==> src/rtl/spi_engine.sv <==
module spi_engine #(
  parameter int HALF_DIV = 2
) (
  input  logic       clk,
  input  logic       rst_n,
  input  logic       en,
  input  logic       master,
  input  logic       inhibit,
  input  logic       loop,
  input  logic       stat_rd,
  input  logic       tx_valid,
  input  logic [7:0] tx_data,
  output logic       tx_commit,
  input  logic       rx_full,
  output logic       rx_push,
  output logic [7:0] rx_data,
  output logic       rx_ovf,
  output logic       fault,
  input  logic       ss_n_in,
  input  logic       sck_in,
  input  logic       sdi,
  output logic       sck_o,
  output logic       sck_oe,
  output logic       sdo,
  output logic       sdo_oe
);
  localparam int CW = $clog2(HALF_DIV + 1);

  logic          busy, sck_r, sck_q, lock;
  logic [CW-1:0] div_cnt;
  logic [2:0]    bitn;
  logic [7:0]    tx_sh, rx_sh;

  wire collide = master & en & ~ss_n_in;
  wire slv_sel = ~master & en & ~ss_n_in;
  wire m_ok    = master & en & ~lock & ss_n_in;
  wire tick    = div_cnt == CW'(HALF_DIV - 1);
  wire in_bit  = (master & loop) ? tx_sh[7] : sdi;
  wire rise    = master ? (tick & ~sck_r) : (sck_in & ~sck_q);
  wire fall    = master ? (tick & sck_r)  : (~sck_in & sck_q);
  wire abort   = master ? (inhibit | ~m_ok) : ~slv_sel;
  wire start   = ~busy & tx_valid & (master ? (m_ok & ~inhibit) : slv_sel);

  assign sck_o  = sck_r;
  assign sck_oe = m_ok;
  assign sdo    = tx_sh[7];
  assign sdo_oe = m_ok | slv_sel;

  always_ff @(posedge clk) begin
    if (!rst_n) begin
      busy <= 1'b0;  sck_r <= 1'b0;  sck_q <= 1'b0;
      lock <= 1'b0;  fault <= 1'b0;  div_cnt <= '0;
      bitn <= '0;    tx_sh <= '0;    rx_sh <= '0;
      rx_data <= '0; tx_commit <= 1'b0;
      rx_push <= 1'b0; rx_ovf <= 1'b0;
    end else begin
      tx_commit <= 1'b0;
      rx_push   <= 1'b0;
      rx_ovf    <= 1'b0;
      sck_q     <= sck_in;

      if (collide)      fault <= 1'b1;
      else if (stat_rd) fault <= 1'b0;
      if (collide)      lock <= 1'b1;
      else if (!en)     lock <= 1'b0;

      if (busy) begin
        if (abort) begin
          busy    <= 1'b0;
          sck_r   <= 1'b0;
          div_cnt <= '0;
        end else begin
          if (master) begin
            div_cnt <= tick ? '0 : div_cnt + 1'b1;
            if (tick) sck_r <= ~sck_r;
          end
          if (rise) rx_sh <= {rx_sh[6:0], in_bit};
          if (fall) begin
            tx_sh <= {tx_sh[6:0], 1'b0};
            bitn  <= bitn + 1'b1;
            if (bitn == 3'd7) begin
              busy      <= 1'b0;
              tx_commit <= 1'b1;
              rx_data   <= rx_sh;
              if (rx_full) rx_ovf  <= 1'b1;
              else         rx_push <= 1'b1;
            end
          end
        end
      end else if (start) begin
        busy    <= 1'b1;
        tx_sh   <= tx_data;
        bitn    <= '0;
        div_cnt <= '0;
        sck_r   <= 1'b0;
      end
    end
  end
endmodule


==> config.mk <==
export PLATFORM = sky130hd
export DESIGN_NAME = spi_engine
export DESIGN_NICKNAME = d
export VERILOG_FILES = /design/src/rtl/spi_engine.sv
export SDC_FILE = /design/constraint.sdc
export NUM_CORES = 1
export LEC_CHECK = 0
export BUFFER_PORTS_ARGS = -buffer_cell sky130_fd_sc_hd__clkbuf_2
export CAP_MARGIN = 20
export CORE_UTILIZATION = 30
export CTS_CLUSTER_SIZE = 14
export DETAILED_ROUTE_END_ITERATION = 8
export HOLD_SLACK_MARGIN = 0.08
export SLEW_MARGIN = 40
export SYNTH_ARGS = -nofsm -noshare
export SYNTH_HDL_FRONTEND = slang
export SYNTH_SLANG_ARGS = --single-unit
==> constraint.sdc <==
create_clock -name clk -period 1.91 [get_ports clk]
set_input_delay 0.2865 -clock clk [delete_from_list [all_inputs] [get_ports clk]]
set_output_delay 0.2865 -clock clk [all_outputs]
set_load 0.01 [all_outputs]
* Yosys cells after proc, flatten, opt, wreduce, memory -nomap -nowiden
Cells that the tools add are included.
** Storage, ports and cells
- Logic and storage cells :: 96
- Output and inout port bits :: 16
- Input bits :: 20
- Register bits after elaboration :: 37
** Cells by class
- Multiplexer cells :: 35
- Bitwise operators :: 30
- Reduce and logical (&&, ||, !) cells :: 9
- Equality and inequality tests :: 7
- $add $sub $neg :: 2
** Operators with widths (count)
- 8-bit two-way mux :: 4
- 1-bit two-way mux :: 22
- 1-bit bitwise AND :: 14
- 1-bit inverter :: 14
- 3-bit two-way mux :: 4
- 2-bit two-way mux :: 5
- 3-bit AND reduction :: 3
- 5-bit OR reduction :: 1
- 2-bit by 1-bit != test with 1-bit output, second input constant :: 2
- 4-bit AND reduction :: 1
- 2-bit nonzero test :: 2
- 4-bit OR reduction :: 1
- 3-bit by 1-bit adder with 3-bit output, second input constant :: 1
- 3-bit equality test, second input constant :: 1
- 3-bit by 1-bit != test with 1-bit output, second input constant :: 1
- 3-bit by 2-bit != test with 1-bit output, second input constant :: 1
- 2-bit by 1-bit adder with 2-bit output, second input constant :: 1
- 2-bit by 1-bit equality test with 1-bit output, second input constant :: 1
- 2-bit != test, second input constant :: 1
- 1-bit bitwise OR :: 2
- 2-bit AND reduction :: 1

* Longest topological paths before layout
Gate-level depths: netlist (run 1).
- Depth after elaboration :: 8
- Gate-level depth with buffers :: 7
- Mapped depth without buffers :: 4

* Least setup slack after synthesis (run 1)
No wires, ideal clock.
- Kind :: input to register
- From :: input master
- To :: register tx_sh[2]
- Setup time :: 116 ps
- Stages :: 7
- Path buffers :: 3
- Path slack :: 296 ps
- Data required time :: 1794 ps
- Arrival :: 1498 ps
- Path through :: buf_6 and4b_1 or3_1 buf_6 and2_4 buf_6 o211a_1
** Between the ends
- Cells in the longest elaborated chain, start to end :: 8
- Elaborated cells on any way between the ends :: 18
- Classes of those cells :: 2 x eq/ne; 3 x mux; 11 x bitwise; 2 x reduce/logical
** Ends and longest elaborated chain
- start, declared :: line 7 : input logic master,
- 1-bit bitwise AND (3 in series) :: line 36 : wire m_ok = master & en & ~lock & ss_n_in;
- 1-bit bitwise AND or 1-bit inverter (tied branches) :: line 42, 41
- 1-bit two-way mux or 1-bit bitwise OR (tied branches) :: line 42, 41
- 1-bit bitwise AND or 1-bit two-way mux (tied branches) :: line 42, 41
- 2-bit nonzero test (no line) or 2-bit != test (tied branches)
- 3-bit AND reduction (no line) (*)
- end signal, assigned :: line 79 : tx_sh <= {tx_sh[6:0], 1'b0};
- end signal, assigned :: line 92 : tx_sh <= tx_data;
- end, declared :: line 32 : logic [7:0] tx_sh, rx_sh;
Every way passes the cells marked *; elsewhere a longest branch is shown, timed or not.
A chain may end at the register's enable or synchronous reset.

* Worst setup path in the final report (run 1)
- From :: register div_cnt[1]
- To :: register rx_ovf
** Between the ends
- Cells in the longest elaborated chain, start to end :: 5
** Ends and longest elaborated chain
- start, declared :: line 30 : logic [CW-1:0] div_cnt;
- start signal, assigned :: line 74 : div_cnt <= tick ? '0 : div_cnt + 1'b1;
- 2-bit by 1-bit equality test with 1-bit output :: line 37 : wire tick = div_cnt == CW'(HALF_DIV - 1);
- 1-bit bitwise AND :: line 40 : wire fall = master ? (tick & sck_r) : (~sck_in & sck_q);
- 1-bit two-way mux :: line 40
- 1-bit inverter (no line)
- 5-bit OR reduction (no line)
- end signal, assigned :: line 55 : rx_push <= 1'b0; rx_ovf <= 1'b0;
- end signal, assigned :: line 59 : rx_ovf <= 1'b0;
- end signal, assigned :: line 85 : if (rx_full) rx_ovf <= 1'b1;
- end, declared :: line 17 : output logic rx_ovf,
Every way passes these cells.

==> impl_metrics.toml, run 1 <==
[synth]
yosysWarnings = 0
ys_seq_area_share_pct = 45.29
synthArstFlopShare_pct = 0
synthDistinctLibCells = 36
synth-seq-cells = 37
postSynthNetCount = 188
synth_cells = 166
syn_area_per_cell_um2 = 9.851
synth_ff_type = "dfxtp_1"
syn-cell-area_um2 = 1635
synth_edf_count = 0

[critical_path]
rrSetupSlack_ns = 0.35
crit_path_start_kind = "flip-flop"
required_ns = 2.10
critPathMaxStageDelay_ns = 0.39
crit_top_cell = "and3_1"
criticalPathCategory = "reg2reg"
path_cells = "and4b_1 > or2_2 > and3_1 > buf_4 > and3_1"
cp-end-kind = "flip-flop"
path_max_fanout = 11
worstPathArrival_ns = 1.75
critPathSlowestCell = "dfxtp_1"

[power_and_ir_drop]
p_leak_nw = 0.9314
p_clk_share_pct = 44.4
p_comb_share_pct = 6.3
intPower_mw = 1.255
ir_drop_mv = 0.2393
finalPower_mw = 1.600
netSwitchingFraction_pct = 21.58
power.density_cell_area_nw_per_um2 = 805.6
p_switching_mw = 0.3452
seq_power_share_pct = 49.3

[global_routing]
met1_usage_pct = 14.38
antenna_found_initial = 0
grt_pass1_wl_mm = 5.002
grt_pass1_vias = 1086
grt_overflow = 0
grt_start_max_net_pins = 22
gr-usage-met2_pct = 18.39
grt_usage_pct = 11.82
gr-usage-met3_pct = 4.101
busiest_layer = "met2"

[timing]
tns_ns = 0
worst_hold_slack_ns = 0.2264
setup_violations = 0
skew_ns = 0.009554
fin_crit_sh_pct = 81.78
layout_min_cycle_time_ns = 1.562
hold_viol = 0
slew_headroom_pct = 61.68
rsz0062_at_grt = "false"
worst_pin_slew_ns = 0.5747
max_freq_mhz = 640.2
slew_violations = 0

[cells_and_area]
drive_gt1_share_pct = 27.23
synthToLayoutAreaGrowth_pct = 21.42
insertedDiodeCount = 0
fin_cells = 272
fillers = 530
finalNetCount = 223

[place]
dp.cells = 264
gp_congestion = 0.7728
io_buffer_count = 35
dp_hpwl_mm = 2.279

[floorplanning]
start_util_pct = 31.62
core_um2 = 5172
die_x_um = 75.83
ioPinCount = 36
dieHeight_um = 75.83
rows = 26
dieArea_um2 = 5750

[routing]
drc = 0
ant_nets = 0
drt_iter0_markers = 70
wire_per_inst_um = 11.51
via_count = 1272
via_per_inst = 4.676
wirelength_mm = 3.130
first_pass_iters = 4

[cts]
insertion_delay_ns = 0.29
root_buffer = "clkbuf_8"
cts_resized = 0
cts.reportedPaths.clkPinSlew_ns = 0.08
cts_made_buffers = 5
tritoncts = "yes"
cts_buffer_depth = 2
cts_setup_buffers = 0
cts.sinks = 37
postCtsHoldBufs = 0
htreeDepth = 2

[run_status]
status = "completed"

[min_path]
hp-class = "in2reg"

[run]
cap_violations = 0
==> metal layers <==
metal  vias to the layer above  wire [um]
met3                         6        131
li1                        661          -
met5                         -          0
met4                         0         68
met1                       582       1534
met2                        23       1396
==> sequential cells by signal (all words and copies together) (netlist names) <==
| signal | cells |
|---|---|
| rx_ovf | 1 |
| sck_o | 1 |
| sck_q | 1 |
| busy | 1 |
| fault | 1 |
| rx_data | 8 |
| rx_sh | 8 |
| lock | 1 |
| tx_commit | 1 |
| tx_sh | 8 |
| bitn | 3 |
| div_cnt | 2 |
| rx_push | 1 |
==> worst max-delay path, delay by kind of cell (launching register included) <==
kind | cells | cell delay, ns
flops | 1 | 0.39
simple gates | 4 | 0.89
buf+inv | 1 | 0.18
==> cell families (layout without fill, tap and decap cells) <==
| logic type | after synthesis | count (layout) | synth area share, % |
|---|---|---|---|
| muxes | 27 | 27 | 16.60 |
| DFF | 37 | 37 | 45.29 |
| and+or+nand+nor | 63 | 63 | 20.20 |
| AOI/OAI and AO/OA | 22 | 22 | 11.17 |
| adders and majority gates | 2 | 2 | 1.530 |
| buffers and inverters | 15 | 51 | 5.203 |
==> per-stage QoR <==
| stage | cell area, um2 | utilization, % | setup slack, ns |
|---|---|---|---|
| finish | 1986 | 38.39 | 0.3480 |
| global route | 1986 | 38.39 | 0.2677 |
| CTS | 1986 | 38.39 | 0.3518 |
| detailed placement | 1866 | 36.07 | 0.1924 |
| global placement | 1866 | 36.07 | 0.2764 |
| floorplan | 1635 | - | 0.2960 |
==> cell usage after synthesis (2+ instances only) <==
master / instances / share of area (%)
a21oi_1: 2 / 0.61
and2_1: 3 / 1.1
and3_1: 2 / 0.76
buf_2: 2 / 0.61
buf_6: 3 / 2.1
clkbuf_1: 7 / 1.6
dfxtp_1: 37 / 45
ha_1: 2 / 1.5
inv_1: 2 / 0.46
mux2i_1: 26 / 16
nand2_1: 28 / 6.4
nand3_1: 10 / 3.1
nand4_1: 3 / 1.1
nor2_1: 2 / 0.46
nor2b_1: 4 / 1.5
nor3b_1: 2 / 0.92
nor4b_1: 2 / 1.1
o211a_1: 9 / 5.5
o211ai_1: 2 / 0.92
o21a_1: 2 / 0.92
==> layout by cell type, fill, tap and decap left out, types with 2 or more instances in the layout <==
cell type and count:
dfxtp_1 37, clkbuf_2 35, nand2_1 28, mux2i_1 26, nand3_1 10, o211a_1 9, clkbuf_8 6, buf_4 6
nor2b_1 4, and2_1 3, nand4_1 3, nor2_1 2, o21a_1 2, nor3b_1 2, and3_1 2, inv_1 2
nor4b_1 2, o211ai_1 2, a21oi_1 2, ha_1 2
==> power groups by stage <==
stage,combinational (mW),clock [mW],sequential (mW)
after CTS,0.103,0.730,0.788
final,0.102,0.710,0.788
after global placement,0.102,0,0.806
after detailed placement,0.102,0,0.806
after floorplan,0.0684,0,0.805
after global routing,0.113,0.765,0.790
==> cell type report <==
class | instances | area, um2 | share of cell area (%)
Tap cell | 70 | 87.58 | 4.411
Multi-Input combinational cell | 114 | 809.5 | 40.77
Sequential cell | 37 | 740.7 | 37.30
Timing Repair Buffer | 41 | 220.2 | 11.09
Clock buffer | 6 | 82.58 | 4.159
Inverter | 2 | 7.507 | 0.3781
Clock inverter | 2 | 37.54 | 1.890
==> final timing paths <==
path,startpoint,endpoint,cells after the start
setup / recovery,div_cnt[1],rx_ovf,5
hold / removal,sck_in,sck_q,2
setup reg to reg,div_cnt[1],rx_ovf,5
hold reg to reg,rx_data[0],rx_data[0],2
Note: power is estimated with default switching activity, not from simulation.
==> inputs of run 2 (changes only) <==
Clock period 1.91 ns to 1.5 ns, I/O delays scaled along.
==> run 2 against run 1 <==
Effect of this change: first-iteration DRC count shrank 23%; register-to-register slack worse by 0.28 ns; die area unchanged; cell count is 3.7% higher; clock power decreased by 9.0%; combinational power grew 45%; utilization rose by 1.3 points; critical path depth stayed put.
==> impl_metrics.toml, run 2 (synthesis gave the netlist of run 1 again) <==
[cells_and_area]
fin_cells = 282
reg_top3 = "rx_data (8), rx_sh (8), tx_sh (8)"
finalNetCount = 234
layout_common_cells = "dfxtp_1 (35), clkbuf_2 (35), nand2_1 (28)"
drive_gt1_share_pct = 32.55
synthToLayoutAreaGrowth_pct = 25.40
insertedDiodeCount = 0

[routing]
wire_per_inst_um = 11.41
ant_nets = 0
first_pass_iters = 4
via_per_inst = 4.713
drt_iter0_markers = 54
via_count = 1329
wirelength_mm = 3.218
drc = 0

[timing]
fin_crit_sh_pct = 95.17
max_freq_mhz = 700.5
skew_ns = 0.009461
slew_headroom_pct = 74.92
layout_min_cycle_time_ns = 1.428
layout_setup_ws_ns = 0.07246
setup_violations = 0
slew_violations = 0
rsz0062_at_grt = "false"
hold_viol = 0
worst_pin_slew_ns = 0.3748

[global_routing]
grt_start_max_net_pins = 18
grt_overflow = 0
antenna_found_initial = 0
grt_pass1_wl_mm = 5.340
grt_pass1_vias = 1212
grt_usage_pct = 12.51

[critical_path]
path_max_fanout = 11
crit_path_start_kind = "flip-flop"
worstPathArrival_ns = 1.60
cp-end-kind = "flip-flop"
required_ns = 1.67
criticalPathCategory = "reg2reg"

[cts]
cts_buffer_depth = 2
insertion_delay_ns = 0.29
cts_setup_buffers = 0
cts_made_buffers = 5
tritoncts = "yes"
postCtsHoldBufs = 0
cts.reportedPaths.clkPinSlew_ns = 0.07
htreeDepth = 2
cts.sinks = 37
root_buffer = "clkbuf_8"

[power_and_ir_drop]
p_leak_nw = 0.9732
ir_drop_mv = 0.3017
power.density_cell_area_nw_per_um2 = 876.9

[run]
cap_violations = 0

[place]
dp.cells = 275
pre_cts_slack_ns = -0.1574
dp_hpwl_mm = 2.349
io_buffer_count = 35
gp_congestion = 0.7051

[run_status]
status = "completed"

[floorplanning]
die_x_um = 75.83
core_um2 = 5172
rows = 26
start_util_pct = 31.62
dieArea_um2 = 5750
dieHeight_um = 75.83
ioPinCount = 36

[min_path]
hp-class = "in2reg"
-- run 2: final cells by class --
type                    count  area [um2]
clock inverters             1       8.758
flip-flops and latches     37       743.2
repair buffers             52       302.8
multi-input cells         114       828.3
clock buffers               6       72.57
well taps                  70       87.58
inverters                   2       7.507
fillers                   528        3122
-- run 2: path summary, 6_finish.rpt --
| check | startpoint | to | slack, ns | cells after the start |
|---|---|---|---|---|
| worst max-delay path | lock | tx_sh[2] | 0.07 | 5 |
| worst min-delay path | sck_in | sck_q | 0.17 | 2 |
| worst max register to register | lock | tx_sh[2] | 0.07 | 5 |
| worst min register to register | tx_sh[0] | tx_sh[0] | 0.45 | 2 |
-- run 2: per-stage QoR --
step           utilization [%]  power, mW  TNS (ns)  cell area [um2]  hold WS (ns)
3_3_place_gp             37.71      1.175   -0.9787             1951        0.4420
3_5_place_dp             37.71      1.175    -1.563             1951        0.4426
4_1_cts                  39.31      1.825         0             2033        0.1740
2_1_floorplan                -      1.114   -0.3149             1644        0.3467
5_1_grt                  39.65      1.892         0             2051        0.1778
6_report                 39.65      1.798         0             2051        0.1748
-- run 2: metal layers --
layer,GRT usage [%],vias up,share of wire [%]
li1,-,682,-
met1,15.50,617,48
met2,20.06,23,46
met3,3.704,7,3.7
met4,5.556,0,1.6
met5,0,-,0
-- run 2: report_power, final --
part | leakage, nW | total (mW) | switching, mW | internal [mW]
clock | 0.0412 | 0.646 | 0.325 | 0.321
combinational | 0.632 | 0.148 | 0.0727 | 0.0750
sequential | 0.300 | 1.00 | 0.00795 | 0.996
total | 0.973 | 1.80 | 0.406 | 1.39
-- run 2: worst max-delay path: stages, from the launching register on --
cell	delay, ns
dfxtp_1	0.32
and4bb_2	0.23
buf_4	0.14
o221a_2	0.23
and2_4	0.19
o211a_1	0.21
-- run 2: what timing repair did --
item / CTS / global route
resized for setup: 1 / 3
pin swaps: 0 / 0
endpoints found under the setup margin: 11 / 11
gates cloned: 0 / 0
